--- src/rtl/stop_wake_pkg.sv ---
package stop_wake_pkg;
  typedef enum logic [1:0] {
    RES_NONE    = 2'b00,
    RES_SERVICE = 2'b01,
    RES_INLINE  = 2'b10,
    RES_VECTOR  = 2'b11
  } resume_e;

  typedef enum logic [1:0] {
    ST_RUN   = 2'b00,
    ST_STOP  = 2'b01,
    ST_DELAY = 2'b10
  } state_e;

  // Bit positions of the synchronized wake vector
  localparam int unsigned W_IRQ  = 0;
  localparam int unsigned W_XIRQ = 1;
  localparam int unsigned W_RST  = 2;
  localparam int unsigned W_NUM  = 3;
endpackage

--- src/rtl/wake_sync.sv ---
module wake_sync #(
  parameter int unsigned WIDTH  = 3,
  parameter int unsigned STAGES = 2
) (
  input  logic             clk_i,
  input  logic             rst_ni,
  input  logic [WIDTH-1:0] pin_ni,
  output logic [WIDTH-1:0] sync_no
);
  for (genvar b = 0; b < WIDTH; b++) begin : g_bit
    logic [STAGES-1:0] chain_q;
    always_ff @(posedge clk_i or negedge rst_ni) begin
      if (!rst_ni) chain_q <= '1;
      else         chain_q <= {chain_q[STAGES-2:0], pin_ni[b]};
    end
    assign sync_no[b] = chain_q[STAGES-1];
  end
endmodule

--- src/rtl/wake_arbiter.sv ---
module wake_arbiter
  import stop_wake_pkg::*;
(
  input  logic [W_NUM-1:0] wake_ni,
  input  logic             i_mask_i,
  input  logic             x_mask_i,
  input  logic             dly_en_i,
  output logic             wake_o,
  output resume_e          code_o,
  output logic             need_dly_o
);
  always_comb begin
    wake_o     = 1'b0;
    code_o     = RES_NONE;
    need_dly_o = dly_en_i;
    if (!wake_ni[W_RST]) begin
      wake_o     = 1'b1;
      code_o     = RES_VECTOR;
      need_dly_o = 1'b1;  // reset re-arms the delay option
    end else if (!wake_ni[W_XIRQ]) begin
      wake_o = 1'b1;
      code_o = x_mask_i ? RES_INLINE : RES_SERVICE;
    end else if (!wake_ni[W_IRQ] && !i_mask_i) begin
      wake_o = 1'b1;
      code_o = RES_SERVICE;
    end
  end
endmodule

--- src/rtl/restart_timer.sv ---
module restart_timer #(
  parameter int unsigned LIMIT = 4064,
  localparam int unsigned CW   = $clog2(LIMIT + 1)
) (
  input  logic clk_i,
  input  logic rst_ni,
  input  logic run_i,
  output logic expired_o
);
  logic [CW-1:0] cnt_q;

  always_ff @(posedge clk_i or negedge rst_ni) begin
    if (!rst_ni)     cnt_q <= '0;
    else if (!run_i) cnt_q <= '0;
    else             cnt_q <= cnt_q + 1'b1;
  end

  assign expired_o = run_i && (cnt_q == CW'(LIMIT - 1));
endmodule

--- src/rtl/stop_wake_ctrl.sv ---
module stop_wake_ctrl
  import stop_wake_pkg::*;
#(
  parameter int unsigned DELAY_CYC = 4064
) (
  input  logic       clk_i,
  input  logic       rst_ni,
  input  logic       stop_req_i,
  input  logic       stop_dis_i,
  input  logic       i_mask_i,
  input  logic       x_mask_i,
  input  logic       dly_en_i,
  input  logic       irq_ni,
  input  logic       xirq_ni,
  input  logic       rst_pin_ni,
  output logic       clk_en_o,
  output logic       busy_o,
  output logic       done_o,
  output logic [1:0] resume_o
);
  logic [W_NUM-1:0] pins_n, sync_n;
  logic             wake, need_dly, tmr_exp;
  resume_e          wake_code, code_q;
  state_e           state_q, state_d;
  logic             done_q, done_d;
  resume_e          code_d;

  assign pins_n[W_IRQ]  = irq_ni;
  assign pins_n[W_XIRQ] = xirq_ni;
  assign pins_n[W_RST]  = rst_pin_ni;

  wake_sync #(.WIDTH(W_NUM), .STAGES(2)) u_sync (
    .clk_i   (clk_i),
    .rst_ni  (rst_ni),
    .pin_ni  (pins_n),
    .sync_no (sync_n)
  );

  wake_arbiter u_arb (
    .wake_ni    (sync_n),
    .i_mask_i   (i_mask_i),
    .x_mask_i   (x_mask_i),
    .dly_en_i   (dly_en_i),
    .wake_o     (wake),
    .code_o     (wake_code),
    .need_dly_o (need_dly)
  );

  restart_timer #(.LIMIT(DELAY_CYC)) u_tmr (
    .clk_i     (clk_i),
    .rst_ni    (rst_ni),
    .run_i     (state_q == ST_DELAY),
    .expired_o (tmr_exp)
  );

  always_comb begin
    state_d = state_q;
    code_d  = code_q;
    done_d  = 1'b0;
    unique case (state_q)
      ST_RUN: begin
        code_d = RES_NONE;
        if (stop_req_i && !stop_dis_i) state_d = ST_STOP;
      end
      ST_STOP: begin
        if (wake) begin
          code_d = wake_code;
          if (need_dly) begin
            state_d = ST_DELAY;
          end else begin
            state_d = ST_RUN;
            done_d  = 1'b1;
          end
        end
      end
      ST_DELAY: begin
        if (tmr_exp) begin
          state_d = ST_RUN;
          done_d  = 1'b1;
        end
      end
      default: state_d = ST_RUN;
    endcase
  end

  always_ff @(posedge clk_i or negedge rst_ni) begin
    if (!rst_ni) begin
      state_q <= ST_RUN;
      code_q  <= RES_NONE;
      done_q  <= 1'b0;
    end else begin
      state_q <= state_d;
      code_q  <= code_d;
      done_q  <= done_d;
    end
  end

  assign clk_en_o = (state_q == ST_RUN);
  assign busy_o   = (state_q != ST_RUN);
  assign done_o   = done_q;
  assign resume_o = done_q ? code_q : RES_NONE;
endmodule

--- config.mk ---
export PLATFORM = sky130hd
export DESIGN_NAME = stop_wake_ctrl
export DESIGN_NICKNAME = d
export VERILOG_FILES = /design/src/rtl/stop_wake_pkg.sv /design/src/rtl/wake_sync.sv /design/src/rtl/wake_arbiter.sv /design/src/rtl/restart_timer.sv /design/src/rtl/stop_wake_ctrl.sv
export SDC_FILE = /design/constraint.sdc
export NUM_CORES = 1
export LEC_CHECK = 0
export CAP_MARGIN = 20
export CORE_ASPECT_RATIO = 1.5
export CORE_MARGIN = 5
export CORE_UTILIZATION = 35
export CTS_CLUSTER_DIAMETER = 50
export DETAILED_ROUTE_END_ITERATION = 7
export PLACE_DENSITY = 0.62
export SLEW_MARGIN = 30
export SYNTH_ARGS = -nofsm -noshare
export SYNTH_HDL_FRONTEND = slang
export SYNTH_SLANG_ARGS = --single-unit
--- constraint.sdc ---
create_clock -name clk_i -period 1.98 [get_ports clk_i]
set_input_delay 0.198 -clock clk_i [delete_from_list [all_inputs] [get_ports clk_i]]
set_output_delay 0.198 -clock clk_i [all_outputs]
set_load 0.02 [all_outputs]
# Word-level counts from Yosys, hierarchy flattened
# Index checks and enable logic that the tools add are counted.
dict set report totals {
  output_inout_bits 5
  register_bits 23
  in_bits 10
  wordCells 46
}
dict set report op_classes {
  add_sub_neg 1
  n_reduce_logical 11
  mux 21
  n_eq_ne 6
}
# op count
set op_table {}
lappend op_table {{2-to-1 mux 2 bit} 9}
lappend op_table {{adder 12 x 1 -> 12 bit, second input constant} 1}
lappend op_table {{== test 12 bit, second input constant} 1}
lappend op_table {{2-to-1 mux 12 bit} 1}
lappend op_table {{2-to-1 mux 1 bit} 8}
lappend op_table {{one-hot mux 2 bit (3 select lines)} 1}
lappend op_table {{inequality test 2 x 1 -> 1 bit, second input constant} 2}
lappend op_table {{one-hot mux 2 bit (2 select lines)} 1}
lappend op_table {{nonzero test 2 bit} 2}
lappend op_table {{logical AND 1 bit} 3}
lappend op_table {{zero test 1 bit} 3}
lappend op_table {{AND reduction 3 bit} 1}
lappend op_table {{== test 2 x 1 -> 1 bit, second input constant} 1}
lappend op_table {{== test 2 bit, second input constant} 1}
lappend op_table {{zero test 2 bit} 1}
lappend op_table {{inequality test 2 bit, second input constant} 1}
lappend op_table {{one-hot mux 1 bit (2 select lines)} 1}
lappend op_table {{AND reduction 2 bit} 1}

# Logic depth before layout (Yosys ltp)
dict set report depth {
  word_depth 7
  depth_mapped 5
  depth_no_buf 5
}

# Cells and area by module
# From an unflattened synthesis, not the netlist that was laid out.
dict set report unflattened {
  hier_cells 108
  hier_area_um2 1148.6
}
# mod area_each_um2 seq_area_each_um2 cells_per_inst instances
set by_module_without_submodules {}
lappend by_module_without_submodules {restart_timer 571.8 300.3 58 1}
lappend by_module_without_submodules {stop_wake_ctrl 357.8 125.1 34 1}
lappend by_module_without_submodules {wake_sync 180.2 157.7 9 1}
lappend by_module_without_submodules {wake_arbiter 38.8 0.0 7 1}

# Least setup slack after synthesis
# Ideal clock, no wire load.
dict set report synth_timing {
  path_kind {register to register}
  from {register u_tmr.cnt_q[0]}
  to {register state_q[0]}
  required_ps 1847
  stages_incl_launch_ff 6
  arrival_ps 1293
  n_path_buf 0
  setup_ps 133
  synth_period_minus_slack_ps 1426
  path_slack_ps 554
  cell_sequence {dfrtp_1 -> ha_1 -> nand3_2 -> nor4_2 -> o221ai_2 -> mux2i_1}
}
dict set report synth_via {
  elab_chain_cells 4
}
# element line_no
set synth_rtl {}
lappend synth_rtl {{start, declared} restart_timer.sv:10} ;# logic [CW-1:0] cnt_q;
lappend synth_rtl {{start signal, assigned} restart_timer.sv:15} ;# else cnt_q <= cnt_q + 1'b1;
lappend synth_rtl {{== test 12 bit} restart_timer.sv:18} ;# assign expired_o = run_i && (cnt_q == CW'(LIMIT - 1));
lappend synth_rtl {{logical AND 1 bit} restart_timer.sv:18}
lappend synth_rtl {{inequality test 2 bit (no source line)} -}
lappend synth_rtl {{AND reduction 3 bit (no source line)} -}
lappend synth_rtl {{end signal, assigned} stop_wake_ctrl.sv:92} ;# state_q <= state_d;
lappend synth_rtl {{end, declared} stop_wake_ctrl.sv:24} ;# state_e state_q, state_d;
# Every way passes these cells.
# A chain may end at the register's enable or synchronous reset.

# Worst setup path after layout
dict set report layout_timing {
  from {register state_q[0]}
  to {output port busy_o}
}
dict set report layout_via {
  elab_chain_cells 1
}
# element line_no
set layout_rtl {}
lappend layout_rtl {{nonzero test 2 bit} stop_wake_ctrl.sv:99} ;# assign busy_o = (state_q != ST_RUN);
lappend layout_rtl {{end, declared} stop_wake_ctrl.sv:17} ;# output logic busy_o,
# Every way passes these cells.

==> impl_metrics.toml <==
[floorplan]
io_pins = 15
die_h_um = 77.0
dieArea_um2 = 4200
fp.coreArea_um2 = 2880
start_util = 0.363
dieWidth_um = 54.6
rows = 24

[global_route]
overflow = 0
grtUsageMet2 = 0.190
grt_max_degree = 24
met3_usage = 0.0233
grt_pass1_wl_um = 3540
use_met1 = 0.132
grt-busiest-layer = "met2"
grt_pass1_vias = 822
antenna_found_initial = 0
grtUsageTotal = 0.111

[logic_synthesis]
ys_seq_area_frac = 0.557
ys_top_cells_by_area = "dfrtp_1 41%, dfstp_2 15%, ha_1 4.8%"
syn-instance-count = 98
synth_edf_count = 0
synth_cell_types = 25
ys_ff_latch = 23
syn_area_um2 = 1050
yosysWarnings = 0
yosysTopAreaCellShare = 0.407
async_flop_share = 1.00
syn_area_per_cell_um2 = 10.7
ys.flop_type = "dfrtp_1"
syn-num-nets = 112
synth_top_cell_by_area = "dfrtp_1"

[finish]
final_cells = 155
final_nets = 131
areaGrowthSynthToFinish_pct = 22.7
antenna_cells = 0
drive_above_1_share = 0.112
fin_area_um2 = 1280

[cts]
clk_pin_slew_ns = 0.08
cts_buffers = 3
htreeDepth = 1
clock_latency_ns = 0.26
clk_root_buffer_cell = "clkbuf_8"
cts.sink_count = 23
cts.path.max_buffers = 2
tritoncts = "built"
post_cts_resized = 0
cts_setup_buffers = 0
ctsHoldBuffers = 0

[detailed_routing]
via_per_inst = 4.95
first_pass_iters = 4
wl_um = 1940
ant_nets = 0
first_iter_violations = 12
drc_errors = 0
wl_per_cell_um = 12.5
vias = 768

[timing]
worst_slew_pin_slew_ns = 0.491
setup_viol = 0
rsz0062_at_grt = "no"
hold_violations = 0
max_slew_margin = 0.669
fin_skew_ns = 0.00422
finalMaxSlewViolations = 0
period_share = 0.942
fin_crit_ns = 1.86
max_clock_freq_mhz = 536
worst_slack_ns = 0.116
finalSetupTns_ns = 0

[placement]
port_buffers = 14
routabilityCongestion = 0.780
dpl-instance-area_um2 = 1240
dp_cells = 151
dp_hpwl_um = 1510
place_ws_ns = 0.415

[critical_path]
crit_type = "reg2out"
start_kind = "flip-flop"
cp-end-kind = "output port"
required_ns = 1.78
path_max_fanout = 4
arrival_ns = 1.67
crit_path_start = "state_q[0]$_DFFE_PN0P_"
worstReg2RegStart = "u_tmr.cnt_q[0]$_DFF_PN0_"

[outcome]
run_status = "finished, final reports clean"

[pwr]
leakagePower_nw = 0.501
power_density_nw_per_um2 = 966
ir_drop_mv = 0.657
p_total_mw = 1.24

[job]
maxCapViolCount = 0

[min_path]
hp-class = "in2async"
registers in the layout, summed over array words and instances, names as in the netlist:
signal	flops
done_o	1
code_q	2
u_sync.g_bit.chain_q	6
state_q	2
u_tmr.cnt_q	12
power by group:
part           switching (mW)  internal [mW]
logic                   0.217          0.168
registers              0.0404          0.533
clock network           0.138          0.143
kinds of logic after synthesis:
group                      Yosys count  share of synthesized area
xor gates and xnor gates             7                     0.0586
and+or+nand+nor                     36                      0.185
AOI/OAI and AO/OA                   18                      0.103
buffers and inverters                8                     0.0287
muxes                                2                     0.0191
adders and majority gates            4                     0.0478
DFF                                 23                      0.557
cell usage in the layout, fill, tap and decap left out, drive strengths merged:
master	n
nand2b	1
nand3	5
xnor2	5
mux2i	2
inv	7
clkdlybuf4s50	14
or3	4
a21oi	7
buf	1
nor2	9
nand4	2
dfrtp	17
o21ai	8
and2	3
a32o	1
dfstp	6
nand4b	1
nor4	1
nor3	4
nand3b	1
a21boi	1
o221ai	1
nand2	5
clkbuf	4
ha	4
xor2	2
area by class of cell:
| type | count | area, um^2 |
|---|---|---|
| fillers | 286 | 1600 |
| well taps | 39 | 48.8 |
| flip-flops and latches | 23 | 583 |
| inverters | 7 | 26.3 |
| multi-input cells | 67 | 433 |
| clock buffers | 4 | 45.0 |
| repair buffers | 15 | 148 |
layer usage:
layer,part of all wire,vias up
li1,-,374
met5,0,-
met3,0.042,2
met2,0.55,20
met4,0.0062,0
met1,0.40,372
worst max-delay path, stage by stage (launching register included):
cell	delay [ns]
dfrtp_1	0.35
inv_1	0.08
ha_1	0.23
inv_1	0.13
clkdlybuf4s50_1	0.62
cell usage after synthesis (2+ instances only):
library cell and count:
a21oi_1 7, and2_1 3, dfrtp_1 17, dfstp_2 6
ha_1 4, inv_1 7, mux2i_1 2, nand2_1 5
nand3_1 4, nand4_1 2, nor2_1 9, nor3_1 4
o21ai_0 8, or3_1 4, xnor2_1 5, xor2_1 2
stage by stage:
stage / hold WS, ns / utilization
after CTS: 0.286 / 0.445
after global routing: 0.309 / 0.445
after global placement: 0.348 / 0.430
final: 0.276 / 0.445
after detailed placement: 0.349 / 0.430
after floorplan: -0.0976 / -
final timing paths:
path / slack (ns) / to / depth (start not counted)
setup / recovery: 0.12 / busy_o / 4
hold / removal: 0.28 / u_tmr.cnt_q[4]$_DFF_PN0_ / 2
setup reg to reg: 0.41 / state_q[1]$_DFFE_PN0P_ / 5
hold reg to reg: 0.36 / u_sync.g_bit[1].chain_q[1]$_DFF_PN1_ / 0
max in group asynchronous: 1.42 / u_sync.g_bit[1].chain_q[0]$_DFF_PN1_ / 2
min in group clk_i: 0.34 / u_sync.g_bit[2].chain_q[0]$_DFF_PN1_ / 1
(Power assumes the default switching activity.)
